**src/rtl/dma_chan_pkg.sv**
```systemverilog
// Package: shared encodings for the byte DMA channel.
// Assumes: a two-bit register select and a four-state transfer sequence.
package dma_chan_pkg;

    typedef enum logic [1:0] {
        SEL_SRC = 2'd0,
        SEL_DST = 2'd1,
        SEL_CNT = 2'd2,
        SEL_CTL = 2'd3
    } reg_sel_e;

    localparam int CTL_EN_BIT  = 0;
    localparam int CTL_EXT_BIT = 1;

    typedef enum logic [1:0] {
        ST_IDLE  = 2'd0,
        ST_READ  = 2'd1,
        ST_LATCH = 2'd2,
        ST_WRITE = 2'd3
    } xfer_state_e;

endpackage

```
**src/rtl/dma_cfg_regs.sv**
```systemverilog
// Module: configuration registers of the channel.
// Holds the pointers, the byte total, the source-space bit and the enable bit.
// Assumes: writes are accepted only while disabled; step and finish come
// from the sequencer and occur only while enabled.
module dma_cfg_regs
    import dma_chan_pkg::*;
#(
    parameter int ADDR_W = 16,
    parameter int CNT_W  = 16,
    parameter int REG_W  = 16
) (
    input  logic              clk,
    input  logic              rst_n,
    input  logic              wr_en,
    input  logic [1:0]        wr_sel,
    input  logic [REG_W-1:0]  wr_data,
    input  logic              step,
    input  logic              finish,
    output logic [ADDR_W-1:0] src_ptr,
    output logic [ADDR_W-1:0] dst_ptr,
    output logic [CNT_W-1:0]  byte_total,
    output logic              ext_sel,
    output logic              chan_en,
    output logic              arm,
    output logic              start_evt
);

    logic cfg_open;

    // Configuration is writable only while the channel is idle-disabled.
    assign cfg_open = !chan_en;

    // Arm: a control write that raises the enable bit from 0.
    assign arm = wr_en && cfg_open && (wr_sel == SEL_CTL) && wr_data[CTL_EN_BIT];

    // Register update: software writes, pointer stepping and self-disable.
    always_ff @(posedge clk) begin
        if (!rst_n) begin
            src_ptr    <= '0;
            dst_ptr    <= '0;
            byte_total <= '0;
            ext_sel    <= 1'b0;
            chan_en    <= 1'b0;
        end else begin
            if (wr_en && cfg_open) begin
                case (reg_sel_e'(wr_sel))
                    SEL_SRC: src_ptr    <= ADDR_W'(wr_data);
                    SEL_DST: dst_ptr    <= ADDR_W'(wr_data);
                    SEL_CNT: byte_total <= CNT_W'(wr_data);
                    default: begin
                        chan_en <= wr_data[CTL_EN_BIT];
                        ext_sel <= wr_data[CTL_EXT_BIT];
                    end
                endcase
            end else if (step) begin
                src_ptr <= src_ptr + 1'b1;
                dst_ptr <= dst_ptr + 1'b1;
            end
            if (finish) begin
                chan_en <= 1'b0;
            end
        end
    end

    // Start strobe: one cycle after the enabling write lands.
    always_ff @(posedge clk) begin
        if (!rst_n) start_evt <= 1'b0;
        else        start_evt <= arm;
    end

    p_step_src_r4: assert property (@(posedge clk) disable iff (!rst_n)
        step |=> (src_ptr == $past(src_ptr) + 1'b1) && (dst_ptr == $past(dst_ptr) + 1'b1));

    p_frozen_total_r6: assert property (@(posedge clk) disable iff (!rst_n)
        chan_en |=> $stable(byte_total) && $stable(ext_sel));

    p_frozen_ptr_r6: assert property (@(posedge clk) disable iff (!rst_n)
        (chan_en && !step) |=> $stable(src_ptr) && $stable(dst_ptr));

    p_self_clear_r7: assert property (@(posedge clk) disable iff (!rst_n)
        finish |=> !chan_en);

    p_start_enabled_r9: assert property (@(posedge clk) disable iff (!rst_n)
        start_evt |-> chan_en);

endmodule

```
**src/rtl/dma_byte_ctr.sv**
```systemverilog
// Module: byte counter of the channel.
// Counts the bytes moved in the current run and flags when the total is reached.
// Assumes: the total is stable while counting (it is frozen by the registers).
module dma_byte_ctr #(
    parameter int CNT_W = 16
) (
    input  logic             clk,
    input  logic             rst_n,
    input  logic             clear,
    input  logic             step,
    input  logic [CNT_W-1:0] total,
    output logic             done
);

    logic [CNT_W-1:0] count;

    // Counter: cleared on arming, advanced once per moved byte.
    always_ff @(posedge clk) begin
        if (!rst_n)     count <= '0;
        else if (clear) count <= '0;
        else if (step)  count <= count + 1'b1;
    end

    // Completion compare against the programmed total.
    assign done = (count == total);

    p_clear_zero_r7: assert property (@(posedge clk) disable iff (!rst_n)
        clear |=> (count == '0));

    p_no_overrun_r7: assert property (@(posedge clk) disable iff (!rst_n)
        step |-> (count < total));

endmodule

```
**src/rtl/dma_xfer_fsm.sv**
```systemverilog
// Module: transfer sequencer.
// Moves one byte per FIFO request: read, latch, write with acknowledge.
// Finishes the run when the counter reports done.
// Assumes: memory read data arrives exactly one cycle after a read request.
module dma_xfer_fsm
    import dma_chan_pkg::*;
#(
    parameter int ADDR_W = 16,
    parameter int DATA_W = 8
) (
    input  logic              clk,
    input  logic              rst_n,
    input  logic              chan_en,
    input  logic              done,
    input  logic              fifo_req,
    input  logic              ext_sel,
    input  logic [ADDR_W-1:0] src_ptr,
    input  logic [ADDR_W-1:0] dst_ptr,
    input  logic [DATA_W-1:0] mem_rdata,
    output logic              mem_req,
    output logic              mem_we,
    output logic              mem_ext,
    output logic [ADDR_W-1:0] mem_addr,
    output logic [DATA_W-1:0] mem_wdata,
    output logic              fifo_ack,
    output logic              step,
    output logic              finish,
    output logic              end_evt
);

    xfer_state_e       state;
    logic [DATA_W-1:0] data_q;

    // Completion is taken in idle, before any new byte can start.
    assign finish = (state == ST_IDLE) && chan_en && done;

    // State sequence and read-data capture.
    always_ff @(posedge clk) begin
        if (!rst_n) begin
            state  <= ST_IDLE;
            data_q <= '0;
        end else begin
            case (state)
                ST_IDLE: begin
                    if (chan_en && !done && fifo_req) state <= ST_READ;
                end
                ST_READ:  state <= ST_LATCH;
                ST_LATCH: begin
                    data_q <= mem_rdata;
                    state  <= ST_WRITE;
                end
                default:  state <= ST_IDLE;
            endcase
        end
    end

    // End strobe: registered from the completion condition.
    always_ff @(posedge clk) begin
        if (!rst_n) end_evt <= 1'b0;
        else        end_evt <= finish;
    end

    // Master port and handshake outputs decoded from the state.
    always_comb begin
        mem_req   = (state == ST_READ) || (state == ST_WRITE);
        mem_we    = (state == ST_WRITE);
        mem_ext   = (state == ST_READ) && ext_sel;
        mem_addr  = (state == ST_WRITE) ? dst_ptr : src_ptr;
        mem_wdata = data_q;
        fifo_ack  = (state == ST_WRITE);
        step      = (state == ST_WRITE);
    end

    p_bus_needs_en_r2: assert property (@(posedge clk) disable iff (!rst_n)
        mem_req |-> chan_en);

    p_read_then_write_r3: assert property (@(posedge clk) disable iff (!rst_n)
        (mem_req && !mem_we) |=> !mem_req ##1 (mem_req && mem_we && fifo_ack));

    p_ack_single_r3: assert property (@(posedge clk) disable iff (!rst_n)
        fifo_ack |=> !fifo_ack);

    p_end_clears_r7: assert property (@(posedge clk) disable iff (!rst_n)
        end_evt |-> !chan_en);

    p_end_single_r9: assert property (@(posedge clk) disable iff (!rst_n)
        end_evt |=> !end_evt);

endmodule

```
**src/rtl/fifo_byte_dma.sv**
```systemverilog
// Module: top of the FIFO-paced byte DMA channel.
// Joins the registers, the byte counter and the sequencer, and muxes readback.
// Assumes: one channel owns the memory master port (no arbitration here).
module fifo_byte_dma
    import dma_chan_pkg::*;
#(
    parameter int ADDR_W = 16,
    parameter int CNT_W  = 16,
    parameter int DATA_W = 8,
    localparam int REG_W = (ADDR_W > CNT_W) ? ADDR_W : CNT_W
) (
    input  logic              clk,
    input  logic              rst_n,
    input  logic              reg_wr,
    input  logic [1:0]        reg_sel,
    input  logic [REG_W-1:0]  reg_wdata,
    output logic [REG_W-1:0]  reg_rdata,
    input  logic              fifo_req,
    output logic              fifo_ack,
    output logic              mem_req,
    output logic              mem_we,
    output logic              mem_ext,
    output logic [ADDR_W-1:0] mem_addr,
    output logic [DATA_W-1:0] mem_wdata,
    input  logic [DATA_W-1:0] mem_rdata,
    output logic              start_evt,
    output logic              end_evt
);

    logic [ADDR_W-1:0] src_ptr;
    logic [ADDR_W-1:0] dst_ptr;
    logic [CNT_W-1:0]  byte_total;
    logic              ext_sel;
    logic              chan_en;
    logic              arm;
    logic              step;
    logic              finish;
    logic              done;

    dma_cfg_regs #(.ADDR_W(ADDR_W), .CNT_W(CNT_W), .REG_W(REG_W)) u_regs (
        .clk        (clk),
        .rst_n      (rst_n),
        .wr_en      (reg_wr),
        .wr_sel     (reg_sel),
        .wr_data    (reg_wdata),
        .step       (step),
        .finish     (finish),
        .src_ptr    (src_ptr),
        .dst_ptr    (dst_ptr),
        .byte_total (byte_total),
        .ext_sel    (ext_sel),
        .chan_en    (chan_en),
        .arm        (arm),
        .start_evt  (start_evt)
    );

    dma_byte_ctr #(.CNT_W(CNT_W)) u_ctr (
        .clk   (clk),
        .rst_n (rst_n),
        .clear (arm),
        .step  (step),
        .total (byte_total),
        .done  (done)
    );

    dma_xfer_fsm #(.ADDR_W(ADDR_W), .DATA_W(DATA_W)) u_fsm (
        .clk       (clk),
        .rst_n     (rst_n),
        .chan_en   (chan_en),
        .done      (done),
        .fifo_req  (fifo_req),
        .ext_sel   (ext_sel),
        .src_ptr   (src_ptr),
        .dst_ptr   (dst_ptr),
        .mem_rdata (mem_rdata),
        .mem_req   (mem_req),
        .mem_we    (mem_we),
        .mem_ext   (mem_ext),
        .mem_addr  (mem_addr),
        .mem_wdata (mem_wdata),
        .fifo_ack  (fifo_ack),
        .step      (step),
        .finish    (finish),
        .end_evt   (end_evt)
    );

    // Readback mux over the four register selects.
    always_comb begin
        case (reg_sel_e'(reg_sel))
            SEL_SRC: reg_rdata = REG_W'(src_ptr);
            SEL_DST: reg_rdata = REG_W'(dst_ptr);
            SEL_CNT: reg_rdata = REG_W'(byte_total);
            default: reg_rdata = REG_W'({ext_sel, chan_en});
        endcase
    end

    p_no_event_overlap_r9: assert property (@(posedge clk) disable iff (!rst_n)
        start_evt |-> !end_evt);

endmodule

```
**config.mk**
```make
export PLATFORM = sky130hd
export DESIGN_NAME = fifo_byte_dma
export DESIGN_NICKNAME = d
export VERILOG_FILES = /design/src/rtl/dma_chan_pkg.sv /design/src/rtl/dma_cfg_regs.sv /design/src/rtl/dma_byte_ctr.sv /design/src/rtl/dma_xfer_fsm.sv /design/src/rtl/fifo_byte_dma.sv
export SDC_FILE = /design/constraint.sdc
export NUM_CORES = 1
export LEC_CHECK = 0
export ABC_AREA = 1
export BUFFER_PORTS_ARGS = -buffer_cell sky130_fd_sc_hd__buf_2
export CAP_MARGIN = 20
export CELL_PAD_IN_SITES_DETAIL_PLACEMENT = 1
export CELL_PAD_IN_SITES_GLOBAL_PLACEMENT = 1
export CORE_MARGIN = 3
export CORE_UTILIZATION = 43
export DETAILED_ROUTE_END_ITERATION = 7
export PLACE_DENSITY_LB_ADDON = 0.1
export SLEW_MARGIN = 20
export SYNTH_ARGS = -nofsm -noshare
export SYNTH_HDL_FRONTEND = slang
export SYNTH_SLANG_ARGS = --single-unit
```
**constraint.sdc**
```tcl
create_clock -name clk -period 4.5 [get_ports clk]
set_input_delay 0.45 -clock clk [delete_from_list [all_inputs] [get_ports clk]]
set_output_delay 0.45 -clock clk [all_outputs]
set_load 0.005 [all_outputs]
```
==> flow_summary.yaml <==
final_layout:
  final_common_cell: "nand2_1"
  fin_nets: 805
  final_cell_mix: "nand2_1 (171), inv_1 (86), o21ai_0 (84)"
  antenna_cells: 0
  syn2layout_area_growth_pct: 13.68
  final_layout_size_suffix_gt1_share_pct: 17.85
setup_path:
  start_kind: "flip-flop"
  r2r_slack_ns: 2.10
  slowest_stage: "ha_1"
  cp_max_fo: 26
  endpoint_kind: "primary output"
  reg2reg_to: "u_regs.dst_ptr[14]"
  critical_path_class: "reg2out"
  cp_num_cells: 5
  path_buf_inv: 2
  endpoint: "mem_addr[0]"
  crit_family: "adder cells"
  worstPathCellList: "ha_1 > buf_4 > nand2_1 > o21ai_0 > buf_2"
  crit_path_start: "u_fsm.state[0]"
  r2r-start: "u_fsm.state[0]"
  max_stage_delay_ns: 0.61
  rr_worst_depth: 6
  cp.arrival_ns: 2.14
  worstPathRequired_ns: 4.05
clock_network:
  clk_pin_slew_ns: 0.08
  cts_setup_buffers: 0
  cts_tree: "yes"
  cts_buffer_depth: 2
  cts_resized: 0
  worst_skew_pair.late_latency_ns: 0.37
  cts.htree.levels: 3
  hold_buffers: 0
  cts-root-buf: "clkbuf_8"
  cts_buffers: 9
  clock_sinks: 78
synthesis:
  synth_seq_area_share_pct: 33.73
  yosysWarnings: 0
  syn_nets: 748
  syn-cell-area_um2: 4629
  syn_avg_cell_area_um2: 6.511
  ys_seq_elements: 78
  synth_cell_type_count: 34
  synthCells: 711
power_and_ir_drop:
  power_density_nw_per_um2: 358.5
  leakage_uw: 0.002273
  ir_worst_vdd_v: 0.0001922
  clkPwrFrac_pct: 32.8
  sequentialPowerShare_pct: 43.8
  intPower_uw: 1243
  netSwitchingFraction_pct: 34.14
  net-switching-power_uw: 644.1
  combPwrFrac_pct: 23.3
floorplan:
  boundaryPins: 76
  rows: 37
  initial_core_util_pct: 44.44
  fp.dieW_um: 109.8
  dieArea_um2: 12050
  core_area_um2: 10420
  dieHeight_um: 109.8
timing:
  slew_viol_final: 0
  relSlewSlack_pct: 41.77
  worst_pin_slew_ns: 0.8735
  rsz0062_at_grt: "false"
  hold_ws_ns: 0.2962
  post-route-period-util_pct: 57.54
  setup_tns_ns: 0
  finalHoldViolations: 0
  fin_skew_ns: 0.008175
  finalSetupViolCount: 0
  max_freq_ghz: 0.3862
  period_minus_slack_ns: 2.589
global_route:
  grt_overflow: 0
  grt_usage_pct: 26.86
  antenna_found_initial: 0
  grt_max_degree: 57
  grt_pass1_vias: 5041
  grt_pass1_wl_um: 25140
route:
  drt-initial-drc-count: 268
  first_pass_iters: 4
  viasPerCell: 5.488
  postRouteAntennaNets: 0
  wl_per_cell_um: 17.40
  drc_errors: 0
  via_count: 4989
  wirelength_um: 15820
place:
  portBuffers: 75
  post-dp-hpwl_um: 12080
  place.gp.congestion: 0.9130
run:
  maxCapViolations: 0
worst_hold_path:
  hp-class: "in2reg"
outcome:
  status: "complete, no violations"
layer usage:
metal  track usage (%)  part of all wire (%)
met1             34.46                    46
met2             45.42                    48
met3             3.582                   4.2
met4             10.77                   2.1
met5                 0                     0
through the flow:
step | total power [µW] | util [%] | instances | instance area [µm²] | setup WS [ns]
final | 1887 | 50.52 | 909 | 5263 | 1.911
after global placement | 1255 | 48.38 | 893 | 5040 | 2.310
after floorplan | 1105 | - | 711 | 4629 | 2.849
after global routing | 1982 | 50.52 | 909 | 5263 | 1.813
after CTS | 1893 | 50.52 | 909 | 5263 | 1.891
after detailed placement | 1277 | 48.38 | 893 | 5040 | 2.155
power by group through the flow:
| stage | Combinational [µW] | Sequential [µW] | Clock, µW |
|---|---|---|---|
| 3_3_place_gp | 418 | 837 | 0 |
| 6_report | 440 | 827 | 620 |
| 4_1_cts | 441 | 825 | 626 |
| 2_1_floorplan | 284 | 821 | 0 |
| 3_5_place_dp | 437 | 841 | 0 |
| 5_1_grt | 496 | 835 | 651 |
cell usage after synthesis (all sizes together):
master   instances  share of area [%]
or2              1               0.14
a221oi           1               0.32
ha               7                1.9
a311oi           2               0.38
xor2            12                2.3
buf             12                1.6
nor3            13                1.8
o21ai           89                9.7
clkbuf          18                1.5
a31oi           17                2.3
o2111ai          1               0.19
nor2            88                8.5
a21oi           42                4.5
o211ai           4               0.65
inv             95                7.7
nand4            4               0.54
nand3           34                4.4
o221ai          11                2.1
o22ai            1               0.14
nand2          181                 16
dfxtp           78                 34
cell type report:
cell class | count | area, µm²
fill | 1463 | 5154
multi-input combinational | 508 | 2569
sequential | 78 | 1562
timing repair buffer | 76 | 382.9
inverter | 95 | 356.6
tap | 136 | 170.2
clock buffer | 11 | 141.4
clock inverter | 5 | 81.33
cells by family after synthesis:
| family | synth area share (%) |
|---|---|
| buf+inv | 10.78 |
| simple gates | 31.03 |
| flops | 33.73 |
| compound gates | 20.30 |
| fa+ha+maj | 1.892 |
| xor+xnor | 2.270 |
worst min path at each step:
stage	to	startpoint	slack [ns]	cells after the start
final	u_fsm.mem_wdata[1]	mem_rdata[1]	0.30	3
after global routing	u_fsm.mem_wdata[0]	mem_rdata[0]	0.31	3
after CTS	u_fsm.mem_wdata[1]	mem_rdata[1]	0.29	3
after detailed placement	u_fsm.mem_wdata[4]	u_fsm.mem_wdata[4]	0.49	2
after global placement	u_fsm.mem_wdata[3]	u_fsm.mem_wdata[3]	0.48	2
after floorplan	u_ctr.count[13]	u_ctr.count[13]	0.46	2
sequential cells by signal, summed over array words and instances (netlist names):
signal / count
u_regs.dst_ptr: 16
u_regs.ext_sel: 1
u_regs.chan_en: 1
u_fsm.mem_wdata: 8
u_fsm.state: 2
u_regs.byte_total: 16
u_regs.start_evt: 1
u_fsm.end_evt: 1
u_ctr.count: 16
u_regs.src_ptr: 16
tightest hold or removal path: stages:
cell,delay [ns]
buf_2,0.07
nor2_1,0.03
nor2_1,0.08
Note: power is estimated with default switching activity, not from simulation.
